===== src/rtl/dbf_pkg.sv =====
package dbf_pkg;

  typedef enum logic [1:0] {
    DBF_BYPASS    = 2'b00,
    DBF_BOTH      = 2'b01,
    DBF_KEEP_LOW  = 2'b10,
    DBF_KEEP_HIGH = 2'b11
  } dbf_mode_e;

  // A change toward 'target' skips the window in the polarity-selective modes
  function automatic logic fast_pass(input dbf_mode_e m, input logic target);
    return ((m == DBF_KEEP_LOW) && !target) || ((m == DBF_KEEP_HIGH) && target);
  endfunction

  // Steps a window lasts; a zero count still means one step
  function automatic int unsigned step_goal(input int unsigned cnt);
    return (cnt == 0) ? 1 : cnt;
  endfunction

endpackage


===== src/rtl/dbf_sync.sv =====
module dbf_sync #(
  parameter int unsigned STAGES = 2
) (
  input  logic clk,
  input  logic rst_n,
  input  logic d,
  output logic q
);
  logic [STAGES-1:0] chain;

  generate
    if (STAGES == 1) begin : g_single
      always_ff @(posedge clk or negedge rst_n) begin
        if (!rst_n) chain <= '0;
        else        chain <= d;
      end
    end else begin : g_multi
      always_ff @(posedge clk or negedge rst_n) begin
        if (!rst_n) chain <= '0;
        else        chain <= {chain[STAGES-2:0], d};
      end
    end
  endgenerate

  assign q = chain[STAGES-1];
endmodule


===== src/rtl/dbf_prescaler.sv =====
module dbf_prescaler #(
  parameter int unsigned UNIT0_TICKS = 2,
  parameter int unsigned UNIT1_TICKS = 8,
  parameter int unsigned UNIT2_TICKS = 512,
  parameter int unsigned UNIT3_TICKS = 2048,
  parameter int unsigned TICK_W      = 11
) (
  input  logic       clk,
  input  logic       rst_n,
  input  logic       run,
  input  logic       rtc_tick,
  input  logic [1:0] unit_sel,
  output logic       step
);
  logic [TICK_W-1:0] tcnt;

  function automatic int unsigned unit_len(input logic [1:0] s);
    case (s)
      2'd0:    return UNIT0_TICKS;
      2'd1:    return UNIT1_TICKS;
      2'd2:    return UNIT2_TICKS;
      default: return UNIT3_TICKS;
    endcase
  endfunction

  assign step = run && rtc_tick && ((32'(tcnt) + 32'd1) >= unit_len(unit_sel));

  always_ff @(posedge clk or negedge rst_n) begin
    if (!rst_n)        tcnt <= '0;
    else if (!run)     tcnt <= '0;
    else if (rtc_tick) tcnt <= step ? '0 : tcnt + 1'b1;
  end

  // A closed window leaves no tick progress behind
  assert_tick_restart_R7: assert property (@(posedge clk) disable iff (!rst_n)
    !$past(run) |-> (tcnt == '0));
endmodule


===== src/rtl/dbf_stab_counter.sv =====
module dbf_stab_counter #(
  parameter int unsigned CNT_W = 4
) (
  input  logic             clk,
  input  logic             rst_n,
  input  logic             run,
  input  logic             step,
  input  logic [CNT_W-1:0] count_cfg,
  output logic             done
);
  import dbf_pkg::*;

  logic [CNT_W-1:0] scnt;

  assign done = run && step &&
                ((32'(scnt) + 32'd1) >= step_goal(32'(count_cfg)));

  always_ff @(posedge clk or negedge rst_n) begin
    if (!rst_n)    scnt <= '0;
    else if (!run) scnt <= '0;
    else if (step) scnt <= done ? '0 : scnt + 1'b1;
  end

  // A closed window leaves no step progress behind
  assert_step_restart_R7: assert property (@(posedge clk) disable iff (!rst_n)
    !$past(run) |-> (scnt == '0));
endmodule


===== src/rtl/pin_debounce_filter.sv =====
module pin_debounce_filter #(
  parameter int unsigned CNT_W       = 4,
  parameter int unsigned SYNC_STAGES = 2,
  parameter int unsigned UNIT0_TICKS = 2,
  parameter int unsigned UNIT1_TICKS = 8,
  parameter int unsigned UNIT2_TICKS = 512,
  parameter int unsigned UNIT3_TICKS = 2048
) (
  input  logic             clk,
  input  logic             rst_n,
  input  logic             rtc_tick,
  input  logic             pin_raw,
  input  logic [1:0]       cfg_mode,
  input  logic [1:0]       cfg_unit,
  input  logic [CNT_W-1:0] cfg_count,
  output logic             pin_filt
);
  import dbf_pkg::*;

  localparam int unsigned MAX_A     = (UNIT0_TICKS > UNIT1_TICKS) ? UNIT0_TICKS : UNIT1_TICKS;
  localparam int unsigned MAX_B     = (UNIT2_TICKS > UNIT3_TICKS) ? UNIT2_TICKS : UNIT3_TICKS;
  localparam int unsigned MAX_TICKS = (MAX_A > MAX_B) ? MAX_A : MAX_B;
  localparam int unsigned TICK_W    = $clog2(MAX_TICKS + 1);

  dbf_mode_e mode;
  logic      sync_lvl;
  logic      filt_q;
  logic      differs;    // synchronized level disagrees with output
  logic      fast_take;  // change allowed through at once
  logic      win_open;   // stability window is running
  logic      step_evt;   // one step of the window elapsed
  logic      win_done;   // window completed on this cycle

  assign mode = dbf_mode_e'(cfg_mode);

  dbf_sync #(.STAGES(SYNC_STAGES)) u_sync (
    .clk(clk), .rst_n(rst_n), .d(pin_raw), .q(sync_lvl)
  );

  assign differs   = (sync_lvl != filt_q);
  assign fast_take = differs && fast_pass(mode, sync_lvl);
  assign win_open  = differs && (mode != DBF_BYPASS) && !fast_pass(mode, sync_lvl);

  dbf_prescaler #(
    .UNIT0_TICKS(UNIT0_TICKS), .UNIT1_TICKS(UNIT1_TICKS),
    .UNIT2_TICKS(UNIT2_TICKS), .UNIT3_TICKS(UNIT3_TICKS),
    .TICK_W(TICK_W)
  ) u_prescaler (
    .clk(clk), .rst_n(rst_n), .run(win_open), .rtc_tick(rtc_tick),
    .unit_sel(cfg_unit), .step(step_evt)
  );

  dbf_stab_counter #(.CNT_W(CNT_W)) u_stab (
    .clk(clk), .rst_n(rst_n), .run(win_open), .step(step_evt),
    .count_cfg(cfg_count), .done(win_done)
  );

  always_ff @(posedge clk or negedge rst_n) begin
    if (!rst_n)                 filt_q <= 1'b0;
    else if (mode == DBF_BYPASS) filt_q <= sync_lvl;
    else if (fast_take || win_done) filt_q <= sync_lvl;
  end

  assign pin_filt = filt_q;

  assert_bypass_follow_R2: assert property (@(posedge clk) disable iff (!rst_n)
    (mode == DBF_BYPASS && $past(cfg_mode) == 2'b00) |-> (filt_q == $past(sync_lvl)));

  assert_both_waits_tick_R6: assert property (@(posedge clk) disable iff (!rst_n)
    (mode == DBF_BOTH && $past(cfg_mode) == cfg_mode && filt_q != $past(filt_q))
      |-> $past(rtc_tick));

  assert_keep_low_rise_R8: assert property (@(posedge clk) disable iff (!rst_n)
    (mode == DBF_KEEP_LOW && $past(cfg_mode) == cfg_mode && $rose(filt_q))
      |-> $past(rtc_tick));

  assert_keep_high_fall_R9: assert property (@(posedge clk) disable iff (!rst_n)
    (mode == DBF_KEEP_HIGH && $past(cfg_mode) == cfg_mode && $fell(filt_q))
      |-> $past(rtc_tick));
endmodule


===== config.mk =====
export PLATFORM = sky130hd
export DESIGN_NAME = pin_debounce_filter
export DESIGN_NICKNAME = d
export VERILOG_FILES = /design/src/rtl/dbf_pkg.sv /design/src/rtl/dbf_sync.sv /design/src/rtl/dbf_prescaler.sv /design/src/rtl/dbf_stab_counter.sv /design/src/rtl/pin_debounce_filter.sv
export SDC_FILE = /design/constraint.sdc
export NUM_CORES = 1
export LEC_CHECK = 0
export ABC_AREA = 1
export CAP_MARGIN = 10
export CELL_PAD_IN_SITES_DETAIL_PLACEMENT = 1
export CELL_PAD_IN_SITES_GLOBAL_PLACEMENT = 1
export CORE_ASPECT_RATIO = 0.6
export CORE_MARGIN = 5
export CORE_UTILIZATION = 38
export DETAILED_ROUTE_END_ITERATION = 8
export GPL_TIMING_DRIVEN = 1
export PLACE_DENSITY = 0.86
export SLEW_MARGIN = 25
export SYNTH_ARGS = -nofsm -noshare
export SYNTH_HDL_FRONTEND = slang
export SYNTH_SLANG_ARGS = --single-unit

===== constraint.sdc =====
create_clock -name clk -period 2.1 [get_ports clk]
set_input_delay 0.21 -clock clk [delete_from_list [all_inputs] [get_ports clk]]
set_output_delay 0.21 -clock clk [all_outputs]
set_load 0.01 [all_outputs]

==> results of run 1 <==
[final cells by class]
class                           instances  area (um2)
Clock buffer                            4        45.0
Fill cell                             464        1620
Inverter                               28         105
Multi-Input combinational cell        148        1020
Sequential cell                        19         475
Tap cell                               47        58.8
Timing Repair Buffer                   49         402
[kinds of logic (layout without fill, tap and decap cells)]
group / count (synthesis) / in the layout / synth area share [%]
compound gates: 24 / 24 / 11.6
simple gates: 106 / 107 / 36.1
buf+inv: 29 / 81 / 7.61
flops: 19 / 19 / 32.1
xor+xnor: 7 / 7 / 4.14
fa+ha+maj: 10 / 10 / 8.45
[cells in the mapped netlist, drive strengths merged]
cell and number:
nor3 1, nand3 23, clkinv 1, nor2 13, dfrtp 19, a21boi 1, a31o 1, nand2 65
o21ai 13, a21oi 4, xor2 2, nand4 1, or2 2, inv 27, nand3b 1, buf 1
o2111ai 1, o21bai 2, ha 10, o22ai 2, xnor2 5
[worst paths after layout]
| kind | startpoint | endpoint | depth (start not counted) |
|---|---|---|---|
| min | rst_n | u_prescaler.tcnt[10] | 2 |
| max reg2reg | u_prescaler.tcnt[1] | u_prescaler.tcnt[0] | 18 |
| max in group asynchronous | rst_n | u_prescaler.tcnt[1] | 2 |
| max | u_prescaler.tcnt[1] | u_prescaler.tcnt[0] | 18 |
| min reg2reg | u_sync.chain[0] | u_sync.chain[1] | 0 |
| min in group clk | u_sync.chain[0] | u_sync.chain[1] | 0 |
[sequential cells by signal (all words and copies together), names as in the netlist]
signal,count
u_prescaler.tcnt,12
u_stab.scnt,4
u_sync.chain,2
pin_filt,1
[through the flow]
step           util, %  worst slack, ns  instance area [um2]  power [mW]
3_3_place_gp      49.5           -0.205                 1840       0.696
5_1_grt           56.6           -0.456                 2110        1.07
4_1_cts           52.3           -0.257                 1950       0.979
3_5_place_dp      49.5           -0.294                 1840       0.715
6_report          56.6           -0.307                 2110        1.01
2_1_floorplan        -          -0.0315                 1480       0.585
[metal layers]
layer  up-vias  routed length (um)  GRT usage (%)
li1        738                   -              -
met1       707                2240           22.4
met2        17                2350           32.1
met3         6                 145           4.09
met4         0                  43           3.82
met5         -                   0              0
[critical path: stages (launching register included)]
cell     delay, ns
dfrtp_1       0.38
inv_2         0.07
nor2_4        0.14
nand2_4       0.07
nor2_4        0.12
nand2_2       0.09
nor2_4        0.13
xnor2_1       0.13
inv_1         0.11
ha_4          0.28
nand2_2       0.04
inv_2         0.04
nand3_2       0.07
nor2_4        0.12
nand2_2       0.08
buf_4         0.14
buf_6         0.11
nand3_4       0.09
o21ai_2       0.07
[cell usage in the layout, fill, tap and decap left out, drive strengths merged]
cell	synthesis	final
nor2	13	13
buf	1	37
clkdlybuf4s50	0	12
or2	2	2
a21oi	4	4
ha	10	10
nand3b	1	1
a21boi	1	1
nor3	1	1
nand3	23	23
dfrtp	19	19
o21bai	2	2
nand4	1	1
clkbuf	0	4
inv	27	27
xor2	2	2
nand2	65	66
a31o	1	1
clkinv	1	1
o2111ai	1	1
o21ai	13	13
xnor2	5	5
o22ai	2	2
[timing repair]
action                     CTS  global route
resized for setup            4            21
pin swaps                    7            16
setup endpoints to repair   17            17
hold buffers                 0             0
setup buffers                5             7
gates cloned                 0             1
[where the power goes]
part           internal, mW  total, mW  switching [mW]
clock network         0.135      0.259           0.124
logic                 0.139      0.357           0.217
registers             0.382      0.398          0.0155
total                 0.656       1.01           0.357
==> results.sh, run 1 <==
export IMPL_yosys_area_top_type_share_pct=32.1
export IMPL_gr_usage_all_layers_pct=17.9
export IMPL_grt_start_max_net_pins=20
export IMPL_cts_clk_slew_worst_paths_ns=0.07
export IMPL_syn_area_mm2=0.00148
export IMPL_finalHoldViolCount=0
export IMPL_die_w_um=90.6
export IMPL_cts_made_buffers=3
export IMPL_worstMarginPinSlew_ns=0.833
export IMPL_worstHoldPathType="in2async"
export IMPL_fin_crit_ns=2.41
export IMPL_h_tree_depth=1
export IMPL_syn_to_final_growth_pct=42.3
export IMPL_die_h_um=58.3
export IMPL_cts_tree="yes"
export IMPL_antenna_found_initial=0
export IMPL_synth_area_leader_cell="dfrtp_1"
export IMPL_drv_cap=0
export IMPL_avgSynthCellArea_um2=7.59
export IMPL_detail_route_iter0_violations=66
export IMPL_cp_data_arrival_time_ns=2.55
export IMPL_gp_congestion=0.845
export IMPL_ys_types=29
export IMPL_regToRegSetupSlack_ns=-0.31
export IMPL_cp_start_kind="register"
export IMPL_violations="negative setup slack"
export IMPL_relSlewSlack_pct=43.9
export IMPL_seq_area_frac_synth_pct=32.1
export IMPL_die_area_mm2=0.00528
export IMPL_setup_viol=17
export IMPL_whs_ns=0.291
export IMPL_critPathMaxFanout=3
export IMPL_yosysWarningCount=0
export IMPL_cp_required_ns=2.24
export IMPL_avgRoutedWirePerCell_um=16.2
export IMPL_setup_ws_ns=-0.307
export IMPL_fin_cells=295
export IMPL_synth_cells=195
export IMPL_antenna_left=0
export IMPL_ys_ff_latch=19
export IMPL_vias=1468
export IMPL_grt_setup_unrepaired="true"
export IMPL_viasPerCell=4.98
export IMPL_first_global_vias=1632
export IMPL_irDropWorstVdd_mv=0.313
export IMPL_syn_nets=217
export IMPL_dp_hpwl_mm=3.52
export IMPL_drcViolationCount=0
export IMPL_io_buffers=12
export IMPL_p_per_area_mw_per_mm2=481
export IMPL_drt_total_wl_mm=4.78
export IMPL_grt_pass1_wl_mm=7.60
export IMPL_root_buffer="clkbuf_8"
export IMPL_io_pins=13
export IMPL_dp_cells=278
export IMPL_start_util_pct=39.8
export IMPL_diodes=0
export IMPL_nNetsFinal=271
export IMPL_rows=17
export IMPL_firstDrtPassIters=4
export IMPL_clk_latency_ns=0.26
export IMPL_drv_slew=0
export IMPL_outcome="finished, violations left"
export IMPL_synthTopCellsByArea="dfrtp_1 (32%), nand2_1 (14%), ha_1 (8.5%), nand3_1 (7.1%), inv_1 (6.8%)"
export IMPL_layout_drive_gt1_share_pct=34.3
export IMPL_max_freq_ghz=0.416
export IMPL_grt_overflow_total=0
export IMPL_core_mm2=0.00372
export IMPL_max_clock_path_buffers=2
export IMPL_endpoint_kind="register"
export IMPL_path_class="reg2reg"
export IMPL_leakagePower_nw=1.02
export IMPL_cts_sinks=19
export IMPL_period_share_pct=115
export IMPL_skew_ns=0.00477
export IMPL_setup_tns_ns=-4.81
(Power assumes the default switching activity.)
==> run 2, diff against run 1 <==
Settings changed: TNS_END_PERCENT from default to 20.
==> run 2 against run 1 <==
Effect of this change: the flow still finishes with violations (negative setup slack); sequential share of layout area increased by 0.98 points; non-clock buffer count decreased by 2; sequential power about the same; global-route usage increased by 0.68 points; largest power group unchanged; die area unchanged; critical path depth unchanged; critical path type unchanged; maximum frequency increased by 2.4%; setup slack improved by 0.057 ns; count of clock-buffer cells in the layout decreased by 1; design area decreased by 4.2%.
==> results.sh, run 2 (synthesized netlist as in run 1, its figures left out) <==
export IMPL_path_common_cell="buf_4"
export IMPL_whs_ns=0.293
export IMPL_cp_required_ns=2.25
export IMPL_h_tree_depth=1
export IMPL_detail_route_iter0_violations=47
export IMPL_grt_pass1_wl_mm=7.80
export IMPL_reg2reg_depth=18
export IMPL_crit_chain="inv_1 -> nor2_2 -> nand2_2 -> nor2_4 -> nand2_2 -> nor2_4 -> xnor2_2 -> inv_2 -> buf_4 -> buf_4 -> buf_4 -> buf_4 -> buf_4 -> buf_4 -> buf_4 -> buf_4 -> nand2_2 -> o21ai_2"
export IMPL_ctsHoldBuffers=0
export IMPL_largest_reg_flops=12
export IMPL_clk_latency_ns=0.26
export IMPL_antenna_left=0
export IMPL_top_regs="u_prescaler.tcnt: 12 flops, u_stab.scnt: 4 flops, u_sync.chain: 2 flops"
export IMPL_skew_ns=0.00513
export IMPL_core_mm2=0.00372
export IMPL_first_global_vias=1608
export IMPL_critPathSlowestCell="dfrtp_1"
export IMPL_die_w_um=90.6
export IMPL_irDropWorstVdd_mv=0.366
export IMPL_cts_made_buffers=3
export IMPL_die_h_um=58.3
export IMPL_vias=1495
export IMPL_io_pins=13
export IMPL_grt_setup_unrepaired="true"
export IMPL_final_common_cell="nand2_1"
export IMPL_regMostFlops="u_prescaler.tcnt"
export IMPL_critPathMaxFanout=2
export IMPL_die_area_mm2=0.00528
export IMPL_grt_start_max_net_pins=20
export IMPL_drv_cap=0
export IMPL_viasPerCell=5.12
export IMPL_path_class="reg2reg"
export IMPL_setup_viol=17
export IMPL_rows=17
export IMPL_drt_total_wl_mm=4.61
export IMPL_max_freq_ghz=0.426
export IMPL_r2r_end="u_prescaler.tcnt[9]"
export IMPL_syn_to_final_growth_pct=36.4
export IMPL_worstMarginPinSlew_ns=0.794
export IMPL_cp_data_arrival_time_ns=2.50
export IMPL_fin_crit_ns=2.35
export IMPL_p_per_area_mw_per_mm2=490
export IMPL_cts_tree="yes"
export IMPL_endpoint_kind="register"
export IMPL_outcome="finished, violations left"
export IMPL_firstDrtPassIters=4
export IMPL_worstHoldPathType="in2async"
export IMPL_regToRegSetupSlack_ns=-0.25
export IMPL_fin_cells=292
export IMPL_gr_usage_all_layers_pct=18.6
export IMPL_violations="negative setup slack"
export IMPL_layout_drive_gt1_share_pct=32.7
export IMPL_antenna_found_initial=0
export IMPL_root_buffer="clkbuf_8"
export IMPL_cts_clk_slew_worst_paths_ns=0.08
export IMPL_final_cell_mix="nand2_1 (54), buf_4 (35), inv_1 (25)"
export IMPL_dp_hpwl_mm=3.49
export IMPL_avgRoutedWirePerCell_um=15.8
export IMPL_relSlewSlack_pct=46.5
export IMPL_gp_congestion=0.875
export IMPL_cp_start_kind="register"
export IMPL_cts_sinks=19
export IMPL_grt_overflow_total=0
export IMPL_io_buffers=12
export IMPL_start_util_pct=39.8
export IMPL_drcViolationCount=0
export IMPL_period_share_pct=112
export IMPL_leakagePower_nw=0.987
export IMPL_max_clock_path_buffers=2
export IMPL_drv_slew=0
export IMPL_setup_ws_ns=-0.250
export IMPL_cpPeakStageDelay_ns=0.36
export IMPL_diodes=0
export IMPL_rr_startpoint="u_prescaler.tcnt[1]"
export IMPL_nNetsFinal=268
export IMPL_finalHoldViolCount=0
export IMPL_dp_cells=277
==> run 2: cell count changes in the layout (fill, tap and decap cells not counted), sizes merged <==
cell and change:
nand2 -1, clkbuf -1, clkinv +1, buf -2
==> run 2: timing repair <==
action / CTS / global route
pin swaps: 7 / 6
resized for setup: 8 / 6
setup endpoints to repair: 17 / 17
buffers inserted: 9 / 2
==> run 2: worst max-delay path by stage <==
stage | startpoint | end | slack [ns] | cells after the start
floorplan | u_prescaler.tcnt[2] | u_prescaler.tcnt[11] | -0.03 | 18
global placement | u_prescaler.tcnt[0] | u_stab.scnt[2] | -0.16 | 19
detailed placement | u_prescaler.tcnt[0] | u_stab.scnt[0] | -0.25 | 19
CTS | u_prescaler.tcnt[0] | u_stab.scnt[3] | -0.26 | 19
global route | u_prescaler.tcnt[0] | u_stab.scnt[3] | -0.42 | 19
finish | u_prescaler.tcnt[1] | u_prescaler.tcnt[9] | -0.25 | 18
==> run 2: layer usage <==
metal  vias to the layer above  track usage (%)  wire length (um)
met1                       746             23.5              2050
met3                         5             4.09               183
li1                        729                -                 -
met4                         0             4.67                31
met5                         -                0                 0
met2                        15             32.7              2350
==> run 2: layout make-up <==
cell class / count / area, um2
clock buffer: 3 / 41.3
clock inverter: 1 / 5.00
fill: 469 / 1700
inverter: 28 / 105
multi-input combinational: 147 / 951
sequential: 19 / 475
tap: 47 / 58.8
timing repair buffer: 47 / 383
==> run 2: power breakdown <==
group	switching, mW	internal, mW	leakage, nW
Clock	0.135	0.132	0.0255
Sequential	0.0167	0.382	0.259
Combinational	0.198	0.126	0.703
==> run 2: critical path: cells and delay by family, from the launching register on <==
kind                   cells  cell delay [ns]
AND/OR/NAND/NOR            6             0.57
AO/OA/AOI/OAI              1             0.05
flip-flops                 1             0.36
XOR/XNOR                   1             0.12
buffers and inverters     10             1.11
==> run 2: through the flow <==
step                TNS (ns)  cell area, um2  util, %  total power [mW]  setup WS (ns)
floorplan             -0.391            1480        -             0.585        -0.0315
global placement       -2.21            1830     49.3             0.692         -0.157
detailed placement     -3.51            1830     49.3             0.708         -0.245
global route           -6.42            2020     54.3              1.05         -0.423
CTS                    -3.65            1980     53.3             0.988         -0.259
finish                 -3.48            2020     54.3             0.989         -0.250
